===== src/rtl/llsc_pkg.sv =====
package llsc_pkg;

  typedef enum logic [1:0] {
    OP_LL  = 2'd0,
    OP_ST  = 2'd1,
    OP_SC  = 2'd2,
    OP_NOP = 2'd3
  } llsc_op_e;

  localparam int ST_VALID  = 0;
  localparam int ST_WRITE  = 1;
  localparam int ST_DIRTY  = 2;
  localparam int ST_REF    = 4;
  localparam int ST_PFETCH = 5;

  localparam logic [7:0] ST_IMPL_MASK = 8'h37;

  // next status value: clear first, then set, then drop unimplemented bits
  function automatic logic [7:0] st_next(input logic [7:0] cur,
                                         input logic [7:0] clr,
                                         input logic [7:0] set);
    return ((cur & ~clr) | set) & ST_IMPL_MASK;
  endfunction

  function automatic logic st_can_write(input logic [7:0] s);
    return s[ST_VALID] & s[ST_WRITE];
  endfunction

endpackage


===== src/rtl/llsc_status_reg.sv =====
module llsc_status_reg
  import llsc_pkg::*;
(
  input  logic       clk,
  input  logic       rst_n,
  input  logic [7:0] clr_i,
  input  logic [7:0] set_i,
  output logic [7:0] stat_o,
  output logic       can_write_o
);

  logic [7:0] stat_q;

  always_ff @(posedge clk) begin
    if (!rst_n) stat_q <= '0;
    else        stat_q <= st_next(stat_q, clr_i, set_i);
  end

  assign stat_o      = stat_q;
  assign can_write_o = st_can_write(stat_q);

  // unimplemented positions never hold a one
  a_r1_unused_zero: assert property (@(posedge clk) disable iff (!rst_n)
    (stat_q & ~ST_IMPL_MASK) == 8'h00);

  // a bit requested set shows up on the next cycle
  a_r1_set_lands: assert property (@(posedge clk) disable iff (!rst_n)
    set_i[ST_VALID] |=> stat_q[ST_VALID]);

  // write permission needs the valid flag
  a_r2_wr_needs_valid: assert property (@(posedge clk) disable iff (!rst_n)
    can_write_o |-> stat_q[ST_VALID]);

endmodule


===== src/rtl/llsc_resv_table.sv =====
module llsc_resv_table #(
  parameter int NUM_ENT = 4,
  parameter int CPU_W   = 2,
  parameter int THR_W   = 2,
  localparam int CNT_W  = $clog2(NUM_ENT + 1)
) (
  input  logic             clk,
  input  logic             rst_n,
  input  logic             ins_i,
  input  logic             clr_i,
  input  logic [CPU_W-1:0] ins_cpu_i,
  input  logic [THR_W-1:0] ins_thr_i,
  input  logic [CPU_W-1:0] look_cpu_i,
  input  logic [THR_W-1:0] look_thr_i,
  output logic             hit_o,
  output logic [CNT_W-1:0] cnt_o
);

  logic [NUM_ENT-1:0] vld_q;
  logic [NUM_ENT-1:0] hit_vec;
  logic [CPU_W-1:0]   cpu_q [NUM_ENT];
  logic [THR_W-1:0]   thr_q [NUM_ENT];

  for (genvar g = 0; g < NUM_ENT; g++) begin : g_ent
    if (g == 0) begin : g_head
      always_ff @(posedge clk) begin
        if (!rst_n) begin
          vld_q[0] <= 1'b0;
          cpu_q[0] <= '0;
          thr_q[0] <= '0;
        end else if (ins_i) begin
          vld_q[0] <= 1'b1;
          cpu_q[0] <= ins_cpu_i;
          thr_q[0] <= ins_thr_i;
        end else if (clr_i) begin
          vld_q[0] <= 1'b0;
        end
      end
    end else begin : g_tail
      always_ff @(posedge clk) begin
        if (!rst_n) begin
          vld_q[g] <= 1'b0;
          cpu_q[g] <= '0;
          thr_q[g] <= '0;
        end else if (ins_i) begin
          // clear takes effect before the shift-in
          vld_q[g] <= vld_q[g-1] & ~clr_i;
          cpu_q[g] <= cpu_q[g-1];
          thr_q[g] <= thr_q[g-1];
        end else if (clr_i) begin
          vld_q[g] <= 1'b0;
        end
      end
    end
    assign hit_vec[g] = vld_q[g] && (cpu_q[g] == look_cpu_i)
                                 && (thr_q[g] == look_thr_i);
  end

  assign hit_o = |hit_vec;

  always_comb begin
    cnt_o = '0;
    for (int i = 0; i < NUM_ENT; i++) cnt_o = cnt_o + CNT_W'(vld_q[i]);
  end

  // a clear with no insertion leaves nothing behind
  a_r6_clear_empties: assert property (@(posedge clk) disable iff (!rst_n)
    clr_i && !ins_i |=> cnt_o == '0);

  // clear plus insertion leaves exactly the new entry
  a_r11_clear_then_ins: assert property (@(posedge clk) disable iff (!rst_n)
    clr_i && ins_i |=> (cnt_o == CNT_W'(1)) && vld_q[0]);

  // insertion grows occupancy by one, saturating at capacity
  a_r9_capacity: assert property (@(posedge clk) disable iff (!rst_n)
    ins_i && !clr_i |=> cnt_o == (($past(cnt_o) == CNT_W'(NUM_ENT)) ?
                                  CNT_W'(NUM_ENT) : $past(cnt_o) + CNT_W'(1)));

  // with neither insertion nor clear the table holds still
  a_r12_idle_stable: assert property (@(posedge clk) disable iff (!rst_n)
    !ins_i && !clr_i |=> $stable(vld_q));

endmodule


===== src/rtl/llsc_resv_monitor.sv =====
module llsc_resv_monitor
  import llsc_pkg::*;
#(
  parameter int NUM_ENT = 4,
  parameter int CPU_W   = 2,
  parameter int THR_W   = 2
) (
  input  logic             clk,
  input  logic             rst_n,
  input  logic             req_valid,
  input  logic [1:0]       req_op,
  input  logic [CPU_W-1:0] req_cpu,
  input  logic [THR_W-1:0] req_thread,
  input  logic             line_inv,
  input  logic [7:0]       stat_clr,
  input  logic [7:0]       stat_set,
  output logic [7:0]       line_status,
  output logic             can_write,
  output logic             resp_valid,
  output logic             resp_proceed,
  output logic             resp_code
);

  localparam int CNT_W = $clog2(NUM_ENT + 1);

  llsc_op_e         op;
  logic             ll_evt, st_evt, sc_evt, clr_evt, sc_ok, tbl_hit;
  logic [CNT_W-1:0] resv_cnt;

  assign op      = llsc_op_e'(req_op);
  assign ll_evt  = req_valid && (op == OP_LL);
  assign st_evt  = req_valid && (op == OP_ST);
  assign sc_evt  = req_valid && (op == OP_SC);
  assign clr_evt = st_evt || sc_evt || line_inv;
  assign sc_ok   = sc_evt && tbl_hit && !line_inv;

  llsc_status_reg u_status (
    .clk         (clk),
    .rst_n       (rst_n),
    .clr_i       (stat_clr),
    .set_i       (stat_set),
    .stat_o      (line_status),
    .can_write_o (can_write)
  );

  llsc_resv_table #(
    .NUM_ENT (NUM_ENT),
    .CPU_W   (CPU_W),
    .THR_W   (THR_W)
  ) u_table (
    .clk        (clk),
    .rst_n      (rst_n),
    .ins_i      (ll_evt),
    .clr_i      (clr_evt),
    .ins_cpu_i  (req_cpu),
    .ins_thr_i  (req_thread),
    .look_cpu_i (req_cpu),
    .look_thr_i (req_thread),
    .hit_o      (tbl_hit),
    .cnt_o      (resv_cnt)
  );

  always_ff @(posedge clk) begin
    if (!rst_n) begin
      resp_valid   <= 1'b0;
      resp_proceed <= 1'b0;
      resp_code    <= 1'b0;
    end else begin
      resp_valid   <= st_evt || sc_evt;
      resp_proceed <= st_evt || sc_ok;
      resp_code    <= sc_ok;
    end
  end

  // a store-conditional answers next cycle with matching flag and code
  a_r5_sc_resp: assert property (@(posedge clk) disable iff (!rst_n)
    sc_evt |=> resp_valid && (resp_proceed == resp_code));

  // a store-conditional against an empty table never succeeds
  a_r4_empty_fails: assert property (@(posedge clk) disable iff (!rst_n)
    sc_evt && (resv_cnt == '0) |=> !resp_code);

  // a plain store always proceeds with result code 0
  a_r7_store_proceeds: assert property (@(posedge clk) disable iff (!rst_n)
    st_evt |=> resp_valid && resp_proceed && !resp_code);

  // invalidation in the same cycle defeats a store-conditional
  a_r8_inv_blocks_sc: assert property (@(posedge clk) disable iff (!rst_n)
    sc_evt && line_inv |=> !resp_proceed);

  // an ignored opcode raises no response
  a_r12_nop_silent: assert property (@(posedge clk) disable iff (!rst_n)
    req_valid && (op == OP_NOP) |=> !resp_valid);

endmodule


===== config.mk =====
export PLATFORM = sky130hd
export DESIGN_NAME = llsc_resv_monitor
export DESIGN_NICKNAME = d
export VERILOG_FILES = /design/src/rtl/llsc_pkg.sv /design/src/rtl/llsc_status_reg.sv /design/src/rtl/llsc_resv_table.sv /design/src/rtl/llsc_resv_monitor.sv
export SDC_FILE = /design/constraint.sdc
export NUM_CORES = 1
export LEC_CHECK = 0
export ABC_AREA = 1
export CAP_MARGIN = 25
export CELL_PAD_IN_SITES_DETAIL_PLACEMENT = 1
export CELL_PAD_IN_SITES_GLOBAL_PLACEMENT = 1
export CORE_ASPECT_RATIO = 1.75
export CORE_MARGIN = 10
export CORE_UTILIZATION = 51
export CTS_BUF_LIST = sky130_fd_sc_hd__clkbuf_2
export CTS_CLUSTER_SIZE = 10
export DETAILED_ROUTE_END_ITERATION = 16
export DONT_BUFFER_PORTS = 1
export GPL_ROUTABILITY_DRIVEN = 0
export GPL_TIMING_DRIVEN = 0
export MAX_ROUTING_LAYER = met4
export PLACE_DENSITY_LB_ADDON = 0.15
export SYNTH_ARGS = -nofsm -noshare
export SYNTH_HDL_FRONTEND = slang
export SYNTH_SLANG_ARGS = --single-unit

===== constraint.sdc =====
create_clock -name clk -period 3.6 [get_ports clk]
set_clock_uncertainty 0.15 [all_clocks]
set_input_delay 0.72 -clock clk [delete_from_list [all_inputs] [get_ports clk]]
set_output_delay 0.72 -clock clk [all_outputs]
set_load 0.05 [all_outputs]

== Yosys cells after proc, flatten, opt, wreduce, memory -nomap -nowiden ==
Memory sizes are Yosys's and may differ from the RTL's.
Cells that the tools add are included.
Word-level totals
  register bits after elaboration: 12
  RAM bits: 16
  output and inout port bits: 12
  word-level logic and storage cells: 73
  memories: 2
Cells by class
  eq/ne operators: 10
  mux-type cells: 17
  bitwise gates (word level): 16
  reductions and logical operators: 20
Memories
  u_table.cpu_q: depth 4, bits a word 2, read ports 4, clocked after Yosys merged registers in 0, write ports 4, RTL line llsc_resv_table.sv:21  | logic [CPU_W-1:0] cpu_q [NUM_ENT];
  u_table.thr_q: depth 4, bits a word 2, read ports 4, clocked after Yosys merged registers in 0, write ports 4, RTL line llsc_resv_table.sv:22  | logic [THR_W-1:0] thr_q [NUM_ENT];
Operator list (number)
  2-bit == test: 8
  2-bit 2-to-1 mux: 8
  1-bit logical AND: 13
  1-bit 2-to-1 mux: 9
  1-bit OR: 8
  6-bit AND: 1
  6-bit inverter: 1
  6-bit OR: 1
  1-bit AND: 4
  4-bit OR reduction: 1
  1-bit logical OR: 3
  2-bit by 1-bit == test with 1-bit output, second input constant: 1
  2-bit == test, second input constant: 1
  2-bit zero test: 1
  2-bit nonzero test: 1
  1-bit zero test: 1
  1-bit inverter: 1

== Longest topological paths before layout ==
An unclocked memory read counts as a cell.
  word-level depth: 8
  mapped depth: 10
  gate-level depth less buffers: 10

== Modules after synthesis ==
Synthesis repeated with hierarchy kept, for this count alone.
Unflattened totals
  cells, all modules: 186
  area total of the unflattened synthesis: 1416.4 µm²
Modules (own cells, without submodules)
  llsc_resv_table: times used 1, cells an instance 133, area each 1062.3 µm², seq. area each 560.5 µm²
  llsc_status_reg: times used 1, cells an instance 32, area each 219.0 µm², seq. area each 100.1 µm²
  llsc_resv_monitor: times used 1, cells an instance 21, area each 135.1 µm², seq. area each 60.1 µm²

== Worst setup path after synthesis ==
No wires, ideal clock.
  path kind: flip-flop to output port
  start: register u_status.stat_q[0], in the netlist u_status.stat_o[0]
  end: output port can_write
  data arrival time: 1052 ps
  path slack: 1678 ps
  stages on the path, launching flop included: 3
  cells stage by stage: dfxtp_1 nand2_1 inv_1
Between the ends
  cells in the longest elaborated chain, start to end: 1
RTL lines
  from (decl): RTL line llsc_status_reg.sv:12  | logic [7:0] stat_q;
  from (signal assigned): RTL line llsc_status_reg.sv:16  | else stat_q <= st_next(stat_q, clr_i, set_i);
  1-bit AND: RTL line llsc_pkg.sv:26  | return s[ST_VALID] & s[ST_WRITE];
  to (decl): RTL line llsc_resv_monitor.sv:18  | output logic can_write,
No other way between the ends.

== Worst setup path in the final report ==
Ends and elaborated chain as after synthesis.

==> impl_metrics.json <==
{
  "status": "completed",
  "wl_met3_um": 148,
  "power_density_nw_per_um2": 379,
  "antenna_found_initial": 0,
  "synth_cells": 167,
  "cts_hold_buffers": 0,
  "clock_sinks": 28,
  "vias": 1059,
  "post-route-util_pct": 55.5,
  "clock_path_buffers": 2,
  "startpoint_type": "flop",
  "post_cts.repair.setup_buffers": 0,
  "crit_type": "flop to primary output",
  "rows": 25,
  "yosysSeqAreaShare_pct": 50.3,
  "irDropWorstVdd_uv": 262,
  "crit_path_end_kind": "primary output",
  "report.final.slew_viol_count": 0,
  "timing.final.ws_setup_ns": 1.19,
  "start_util_pct": 53.2,
  "grt_pass1_wl_um": 5840,
  "worstPathArrival_ns": 1.54,
  "finalSetupViolations": 0,
  "n_fill_cell": 340,
  "min_period_ns": 2.41,
  "nets": 200,
  "min_from": "stat_set[0]",
  "die-area_um2": 5410,
  "io_pins": 38,
  "path_max_fanout": 3,
  "die_y_um": 90.1,
  "hpwl_um": 2890,
  "synth_cell_type_count": 21,
  "ant_nets": 0,
  "hold_ws_ns": 0.308,
  "slew_headroom_pct": 52.7,
  "die_x_um": 60.0,
  "yosys_warnings": 0,
  "leakagePower_uw": 0.000673,
  "power_uw": 565,
  "synth_seq_cells": 28,
  "dr_wl_met2_um": 2000,
  "finalHoldViolCount": 0,
  "grtUsageTotal_pct": 14.0,
  "coreArea_um2": 2690,
  "wl_met1_um": 1170,
  "routed.top_layer": "met4",
  "synth_area_per_cell_um2": 8.57,
  "clk_latency_ns": 0.36,
  "gr-total-overflow": 0,
  "area_growth_pct": 4.28,
  "routedWlPerCell_um": 16.9,
  "drt_iter0_markers": 18,
  "fin_tns_setup_ns": 0,
  "cts_max_level": 1,
  "cts-resized-gates": 0,
  "clk_pin_slew_worst_paths_ns": 0.25,
  "port-buffer-count": 0,
  "cts_made_buffers": 3,
  "via_per_inst": 5.30,
  "grt_max_degree": 17,
  "min_period_over_period_pct": 66.9,
  "crit_start": "u_status.stat_o[0]",
  "wl_um": 3380,
  "pre_cts_ws_ns": 1.50,
  "rr_startpoint": "u_table.cpu_q[0][1]",
  "cts_tree": "yes",
  "worst_pin_slew_ns": 0.708,
  "root_buffer": "clkbuf_2",
  "grt_pass1_vias": 1252,
  "maxCapViolCount": 0,
  "drc": 0,
  "n_antenna_cell": 0,
  "drt_pass1_iterations": 4,
  "syn_area_um2": 1430,
  "worst_ep_required_time_ns": 2.73,
  "fmax_ghz": 0.415,
  "drive_gt1_share_pct": 16.2,
  "rsz0062_at_grt": "no",
  "hp-class": "input port to flop"
}
==> area by class of cell <==
class / instances / area, um2 / share of cell area (%)
buffer: 4 / 42.5 / 2.85
clock buffer: 4 / 20.0 / 1.34
inverter: 31 / 121 / 8.13
multi-input combinational: 106 / 554 / 37.1
sequential: 28 / 721 / 48.3
tap: 27 / 33.8 / 2.26
==> path summary, 6_finish.rpt <==
check                                          end  slack [ns]  depth (start not counted)
worst max-delay path                     can_write        1.19                          2
worst min-delay path            u_status.stat_o[0]        0.31                          2
worst max register to register        resp_proceed        2.15                          8
worst min register to register    u_table.vld_q[1]        0.33                          2
==> per-layer routing <==
metal  track usage, %  up-vias
met3             2.68        6
li1                 -      522
met5                -        -
met2             26.6       25
met4             3.76        0
met1             13.1      506
==> cells in the mapped netlist <==
master	number	share of area (%)
a21oi_1	10	3.5
buf_12	1	1.4
buf_4	3	1.6
conb_1	1	0.26
dfxtp_1	12	17
edfxtp_1	16	34
inv_1	24	6.3
inv_2	5	1.3
inv_4	2	0.87
nand2_1	43	11
nand3_1	8	2.8
nand4_1	2	0.87
nor2_1	22	5.8
nor2_2	1	0.44
nor2_4	9	7.1
nor2_8	1	1.4
nor3_1	1	0.35
o211ai_1	1	0.52
o31ai_4	1	1.5
or2_4	1	0.61
xnor2_1	3	1.8
==> report_power, final <==
group,internal (uW),switching (uW),total [uW]
clock network,29.3,87.8,117
logic,20.9,48.6,69.5
registers,354,24.6,379
total,404,161,565
==> state kept, by name, indices dropped and copies added (netlist names) <==
register,cells
resp_proceed,1
resp_code,1
resp_valid,1
u_table.cpu_q,8
u_table.vld_q,4
u_status.stat_o,5
u_table.thr_q,8
==> kinds of logic after synthesis <==
kind of cell	Yosys count	synth area share, %
DFF	28	50.3
xor gates and xnor gates	3	1.84
and+or+nand+nor	88	30.6
other	1	0.262
AOI/OAI and AO/OA	12	5.51
buffers and inverters	35	11.5
==> worst max-delay path, stage by stage (launching register included) <==
cell and delay, ns:
dfxtp_1 0.73, nand2_1 0.10, inv_1 0.35
==> cells in the final DEF (no fill, tap or decap) <==
master    instances
clkbuf_2          4
nor3_1            1
o211ai_1          1
inv_2             5
nand3_1           8
nor2_4            9
nand2_1          43
dfxtp_1          12
nor2_2            1
or2_4             1
edfxtp_1         16
buf_4             3
a21oi_1          10
inv_4             2
o31ai_4           1
buf_12            1
nand4_1           2
nor2_8            1
xnor2_1           3
inv_1            24
nor2_1           22
conb_1            3
==> metrics by stage <==
| stage | area [um2] | std cells |
|---|---|---|
| floorplan | 1440 | 169 |
| global placement | 1470 | 196 |
| detailed placement | 1470 | 196 |
| CTS | 1490 | 200 |
| global route | 1490 | 200 |
| finish | 1490 | 200 |
(Power assumes the default switching activity.)
